File: src/rtl/lx_pkg.sv
package lx_pkg;
  localparam int LX_FONT_LINES = 18;
  localparam int LX_MAX_LINES  = 71;
  localparam int LX_INS_W      = 5;
  localparam int LX_SPACE_W    = 5;

  typedef enum logic [1:0] {
    PH_IDLE  = 2'd0,
    PH_CHAR  = 2'd1,
    PH_SPACE = 2'd2
  } lx_phase_e;
endpackage

File: src/rtl/lx_height_calc.sv
module lx_height_calc #(
  parameter int FONT_LINES = 18,
  parameter int MAX_LINES  = 71,
  parameter int INS_W      = 5,
  parameter int LINE_W     = 7
) (
  input  logic [INS_W+1:0]  code_i,
  output logic [LINE_W-1:0] total_o
);
  localparam int SUM_W = $clog2(3*FONT_LINES + (1 << INS_W));
  localparam logic [SUM_W-1:0] BASE1 = SUM_W'(FONT_LINES);
  localparam logic [SUM_W-1:0] BASE2 = SUM_W'(2*FONT_LINES);
  localparam logic [SUM_W-1:0] BASE3 = SUM_W'(3*FONT_LINES);
  localparam logic [SUM_W-1:0] LIMIT = SUM_W'(MAX_LINES);

  logic [SUM_W-1:0] base, sum;

  always_comb begin
    unique case (code_i[INS_W+1:INS_W])
      2'b10:   base = BASE2;
      2'b11:   base = BASE3;
      default: base = BASE1;
    endcase
    sum     = base + SUM_W'(code_i[INS_W-1:0]);
    total_o = (sum > LIMIT) ? LINE_W'(MAX_LINES) : LINE_W'(sum);
  end
endmodule

File: src/rtl/lx_bres_map.sv
module lx_bres_map #(
  parameter int FONT_LINES = 18,
  parameter int LINE_W     = 7,
  parameter int FONT_W     = 5
) (
  input  logic              clk_i,
  input  logic              rst_ni,
  input  logic              clear_i,
  input  logic              step_i,
  input  logic [LINE_W-1:0] total_i,
  output logic [FONT_W-1:0] font_o
);
  localparam int ACC_W = LINE_W + 1;

  logic [ACC_W-1:0] acc_q, acc_sum, tot_ext;
  logic [FONT_W-1:0] font_q;

  // acc holds d*FONT_LINES mod total; total >= FONT_LINES so one wrap per step
  assign acc_sum = acc_q + ACC_W'(FONT_LINES);
  assign tot_ext = ACC_W'(total_i);

  always_ff @(posedge clk_i or negedge rst_ni) begin
    if (!rst_ni) begin
      acc_q  <= '0;
      font_q <= '0;
    end else if (clear_i) begin
      acc_q  <= '0;
      font_q <= '0;
    end else if (step_i) begin
      if (acc_sum >= tot_ext) begin
        acc_q  <= acc_sum - tot_ext;
        font_q <= font_q + 1'b1;
      end else begin
        acc_q  <= acc_sum;
      end
    end
  end

  assign font_o = font_q;
endmodule

File: src/rtl/lx_row_seq.sv
module lx_row_seq
  import lx_pkg::*;
#(
  parameter int LINE_W  = 7,
  parameter int SPACE_W = 5
) (
  input  logic               clk_i,
  input  logic               rst_ni,
  input  logic               tick_i,
  input  logic               start_i,
  input  logic [LINE_W-1:0]  total_i,
  input  logic [SPACE_W-1:0] space_i,
  input  logic               dbl_i,
  output logic               step_o,
  output logic               blank_o,
  output logic               done_o
);
  lx_phase_e          phase_q;
  logic [LINE_W-1:0]  line_q;
  logic [SPACE_W-1:0] sp_q;
  logic               sub_q, done_q;
  logic               last_line, last_sp, hold_sub;

  assign last_line = (line_q == LINE_W'(total_i - 1'b1));
  assign last_sp   = (sp_q == SPACE_W'(space_i - 1'b1));
  assign hold_sub  = dbl_i && !sub_q;

  always_ff @(posedge clk_i or negedge rst_ni) begin
    if (!rst_ni) begin
      phase_q <= PH_IDLE;
      line_q  <= '0;
      sp_q    <= '0;
      sub_q   <= 1'b0;
      done_q  <= 1'b0;
    end else begin
      done_q <= 1'b0;
      if (start_i) begin
        phase_q <= PH_CHAR;
        line_q  <= '0;
        sp_q    <= '0;
        sub_q   <= 1'b0;
      end else if (tick_i) begin
        unique case (phase_q)
          PH_CHAR: begin
            if (hold_sub) begin
              sub_q <= 1'b1;
            end else begin
              sub_q <= 1'b0;
              if (last_line) begin
                sp_q <= '0;
                if (space_i == '0) begin
                  phase_q <= PH_IDLE;
                  done_q  <= 1'b1;
                end else begin
                  phase_q <= PH_SPACE;
                end
              end else begin
                line_q <= line_q + 1'b1;
              end
            end
          end
          PH_SPACE: begin
            if (last_sp) begin
              phase_q <= PH_IDLE;
              done_q  <= 1'b1;
            end else begin
              sp_q <= sp_q + 1'b1;
            end
          end
          default: ;
        endcase
      end
    end
  end

  assign step_o  = tick_i && !start_i && (phase_q == PH_CHAR) && !hold_sub && !last_line;
  assign blank_o = (phase_q != PH_CHAR);
  assign done_o  = done_q;
endmodule

File: src/rtl/lx_line_scaler.sv
module lx_line_scaler
  import lx_pkg::*;
#(
  parameter int FONT_LINES = LX_FONT_LINES,
  parameter int MAX_LINES  = LX_MAX_LINES,
  parameter int INS_W      = LX_INS_W,
  parameter int SPACE_W    = LX_SPACE_W
) (
  input  logic                          clk_i,
  input  logic                          rst_ni,
  input  logic                          hsync_tick_i,
  input  logic                          row_start_i,
  input  logic [INS_W+1:0]              height_code_i,
  input  logic [SPACE_W-1:0]            spacing_i,
  input  logic                          dbl_height_i,
  output logic [$clog2(FONT_LINES)-1:0] font_line_o,
  output logic                          blank_o,
  output logic                          row_done_o
);
  localparam int CODE_W = INS_W + 2;
  localparam int LINE_W = $clog2(MAX_LINES + 1);
  localparam int FONT_W = $clog2(FONT_LINES);

  logic [CODE_W-1:0]  code_q;
  logic [SPACE_W-1:0] space_q;
  logic               dbl_q;
  logic [LINE_W-1:0]  total;
  logic [FONT_W-1:0]  font;
  logic               step, blank;

  // row parameters are frozen at row start
  always_ff @(posedge clk_i or negedge rst_ni) begin
    if (!rst_ni) begin
      code_q  <= '0;
      space_q <= '0;
      dbl_q   <= 1'b0;
    end else if (row_start_i) begin
      code_q  <= height_code_i;
      space_q <= spacing_i;
      dbl_q   <= dbl_height_i;
    end
  end

  lx_height_calc #(
    .FONT_LINES(FONT_LINES), .MAX_LINES(MAX_LINES), .INS_W(INS_W), .LINE_W(LINE_W)
  ) u_height (
    .code_i (code_q),
    .total_o(total)
  );

  lx_row_seq #(.LINE_W(LINE_W), .SPACE_W(SPACE_W)) u_seq (
    .clk_i  (clk_i),
    .rst_ni (rst_ni),
    .tick_i (hsync_tick_i),
    .start_i(row_start_i),
    .total_i(total),
    .space_i(space_q),
    .dbl_i  (dbl_q),
    .step_o (step),
    .blank_o(blank),
    .done_o (row_done_o)
  );

  lx_bres_map #(.FONT_LINES(FONT_LINES), .LINE_W(LINE_W), .FONT_W(FONT_W)) u_map (
    .clk_i  (clk_i),
    .rst_ni (rst_ni),
    .clear_i(row_start_i),
    .step_i (step),
    .total_i(total),
    .font_o (font)
  );

  assign blank_o     = blank;
  assign font_line_o = blank ? '0 : font;
endmodule

File: config.mk
export PLATFORM = sky130hd
export DESIGN_NAME = lx_line_scaler
export DESIGN_NICKNAME = d
export VERILOG_FILES = /design/src/rtl/lx_pkg.sv /design/src/rtl/lx_height_calc.sv /design/src/rtl/lx_bres_map.sv /design/src/rtl/lx_row_seq.sv /design/src/rtl/lx_line_scaler.sv
export SDC_FILE = /design/constraint.sdc
export NUM_CORES = 1
export LEC_CHECK = 0
export BUFFER_PORTS_ARGS = -buffer_cell sky130_fd_sc_hd__buf_4
export CAP_MARGIN = 20
export CORE_MARGIN = 2
export CORE_UTILIZATION = 40
export CTS_CLUSTER_DIAMETER = 150
export CTS_CLUSTER_SIZE = 25
export DETAILED_ROUTE_END_ITERATION = 6
export SYNTH_ARGS = -nofsm -noshare
export SYNTH_HDL_FRONTEND = slang
export SYNTH_SLANG_ARGS = --single-unit
File: constraint.sdc
create_clock -name clk_i -period 10.3 [get_ports clk_i]
set_input_delay 0 -clock clk_i [delete_from_list [all_inputs] [get_ports clk_i]]
set_output_delay 0 -clock clk_i [all_outputs]
set_load 0.02 [all_outputs]
==> flow_summary.json <==
{
  "outcome": "finished, final reports clean",
  "ys_ff_latch": 42,
  "grt_first_pass_wirelength_mm": 11.5,
  "final.period_utilization_pct": 51.0,
  "worst_r2r_path_depth": 18,
  "drt_wl_total_mm": 6.66,
  "clock-root-buffer": "clkbuf_8",
  "worstSetupStartpointType": "flip-flop",
  "peakVddDrop_v": 0.0000643,
  "synth.yosys.seq_area_share_pct": 33.4,
  "max_freq_mhz": 190,
  "clockBufferDepth": 2,
  "leakagePower_nw": 1.60,
  "cts_tree": "done",
  "tritoncts.num_buffers": 5,
  "relSlewSlack_pct": 37.6,
  "netlist_instances": 361,
  "first_pass_iters": 4,
  "diodes": 0,
  "syn_area_sq_um": 3140,
  "worstSetupPathType": "reg -> reg",
  "h-tree-depth": 2,
  "worstPathMaxFanout": 15,
  "first_global_vias": 2450,
  "holdWs_ns": 0.0159,
  "cp.arrival_ns": 5.43,
  "synth-edff-count": 0,
  "ios": 24,
  "start_util_pct": 40.9,
  "min-delay-start": "hsync_tick_i",
  "hold_buffers": 14,
  "multi_input_area_sq_um": 1920,
  "place_congestion": 0.820,
  "tns_ns": 0,
  "slew_violations": 0,
  "antenna_found_initial": 0,
  "post_cts_buffers": 0,
  "grt_setup_unrepaired": "no",
  "clkTransAtPathRegs_ns": 0.08,
  "grt_max_degree": 55,
  "setup_viol": 0,
  "core_area_sq_um": 7690,
  "routed_via_density": 5.31,
  "synth_cell_types": 52,
  "final.fill_count": 756,
  "syn_nets": 399,
  "r2r-start": "code_q[6]",
  "area_delta_synth_final_pct": 14.4,
  "hp-class": "in -> reg",
  "die_area_sq_um": 8590,
  "regToRegSetupSlack_ns": 5.05,
  "hold_viol_final": 0,
  "cts_resized": 0,
  "synth_top_flop_cell": "dfrtp_1",
  "ant_nets": 0,
  "fin_util_pct": 46.8,
  "rows": 32,
  "hold_path_depth": 3,
  "drc_errors": 0,
  "dp_hpwl_mm": 4.75,
  "fin_nets": 429,
  "endpoint_kind": "flip-flop",
  "grt.overflow.total": 0,
  "die_h_um": 92.7,
  "initialDrtViolationCount": 196,
  "seq_area_sq_um": 1050,
  "via_count": 2625,
  "io_buffer_count": 23,
  "die_x_um": 92.7,
  "worstSkewPairLatency_ns": 0.29,
  "crit_start": "code_q[6]",
  "numClockSinks": 42,
  "drive_above_1_share_pct": 13.5,
  "worst_pin_slew_ns": 0.933,
  "grt_usage_pct": 16.4,
  "powerDensity_nw_per_um2": 153,
  "cap_violations": 0,
  "clock-skew-final_ns": 0.00317,
  "syn_avg_cell_area_sq_um": 8.71,
  "worstPathRequired_ns": 10.48,
  "period_needed_ns": 5.25,
  "ys_async_sr_fraction_pct": 100,
  "synth_warnings": 0,
  "avgRoutedWirePerCell_um": 13.5
}
final timing paths:
path | to
setup / recovery | u_seq.line_q[3]
hold / removal | u_seq.done_o
max in group asynchronous | u_seq.line_q[2]
hold reg to reg | dbl_q
setup reg to reg | u_seq.line_q[3]
min in group asynchronous | u_map.font_o[1]
logic make-up (layout without fill, tap and decap cells):
kind of cell             Yosys count  count (layout)  share of synthesized area [%]
AO/OA/AOI/OAI                     89              89                           17.9
adder cells (fa/ha/maj)           21              21                           8.83
flip-flops                        42              42                           33.4
XOR/XNOR                          23              23                           6.41
buffers and inverters             37              68                           5.41
multiplexers                      12              12                           4.18
AND/OR/NAND/NOR                  137             137                           23.8
power by group:
group	total, W	internal, W	switching, W
Combinational	0.000242	0.000102	0.000140
Sequential	0.000195	0.000179	0.0000164
Clock	0.000112	0.0000539	0.0000580
per-stage QoR:
| stage | power (W) | area, sq um | std cells | worst slack [ns] |
|---|---|---|---|---|
| floorplan | 0.000382 | 3140 | 361 | 5.88 |
| global placement | 0.000434 | 3360 | 472 | 5.24 |
| detailed placement | 0.000433 | 3360 | 472 | 5.09 |
| CTS | 0.000553 | 3600 | 494 | 5.05 |
| global route | 0.000593 | 3600 | 494 | 4.57 |
| finish | 0.000549 | 3600 | 494 | 5.05 |
routing by layer:
layer | vias to the layer above | track usage [%] | wire length (um)
met4 | 0 | 4.04 | 52
met3 | 4 | 2.20 | 206
met5 | - | 0 | 0
met1 | 1238 | 24.3 | 3290
li1 | 1343 | - | -
met2 | 40 | 25.5 | 3110
Yosys cell counts, types with 8 or more instances:
cell      number  area (sq um)
a21oi_1       18          90.1
and2_1         8          50.1
clkbuf_1       9          33.8
dfrtp_1       42          1050
ha_1          19           238
inv_1         23          86.3
mux2_2         9           101
nand2_1       23          86.3
nand2b_1       8          50.1
nand3_1       12          60.1
nand4_1        9          56.3
nor2_1        34           128
nor2b_1        8          50.1
o21ai_0       27           135
o31ai_1        8          60.1
xnor2_1       15           131
xor2_1         8          70.1
layout by cell type (no fill, tap or decap), types with 5 or more instances in the layout:
| cell | count |
|---|---|
| clkbuf_8 | 6 |
| o21ai_0 | 27 |
| a21oi_1 | 18 |
| buf_4 | 23 |
| nor2b_1 | 8 |
| nor3_1 | 5 |
| nand2_1 | 23 |
| xnor2_1 | 15 |
| xor2_1 | 8 |
| dfrtp_1 | 42 |
| nor4b_1 | 5 |
| dlygate4sd3_1 | 14 |
| nand2b_1 | 8 |
| nand4_1 | 9 |
| o31ai_1 | 8 |
| and2_1 | 8 |
| inv_1 | 23 |
| a211oi_1 | 5 |
| nand3_1 | 12 |
| ha_1 | 19 |
| and3_1 | 7 |
| mux2_2 | 9 |
| nor2_1 | 34 |
sequential cells by signal, indices dropped and copies added (netlist names):
register       cells
u_seq.done_o       1
u_map.acc_q        8
u_seq.sub_q        1
code_q             7
u_seq.phase_q      2
u_seq.line_q       7
u_map.font_o       5
dbl_q              1
space_q            5
u_seq.sp_q         5
layout make-up:
type                    count  area share, %
multi-input cells         282           53.5
clock buffers               6           2.30
clock inverters             2          0.348
well taps                 102           3.55
inverters                  23           2.40
repair buffers             37           8.70
flip-flops and latches     42           29.2
critical path, stage by stage, from the launching register on:
cell and delay (ns):
dfrtp_1 0.46, or2b_1 0.21, ha_1 0.18, inv_1 0.06
fa_1 0.44, and3b_1 0.29, mux2i_1 0.12, a21oi_1 0.21
or2_2 0.16, nor2b_1 0.23, ha_1 0.22, nand3_1 0.11
a211o_1 0.34, a211o_1 0.30, a31o_1 0.25, nor4_4 0.59
nor2_1 0.41, nand4_1 0.21, mux2_2 0.34
Note: power is estimated with default switching activity, not from simulation.
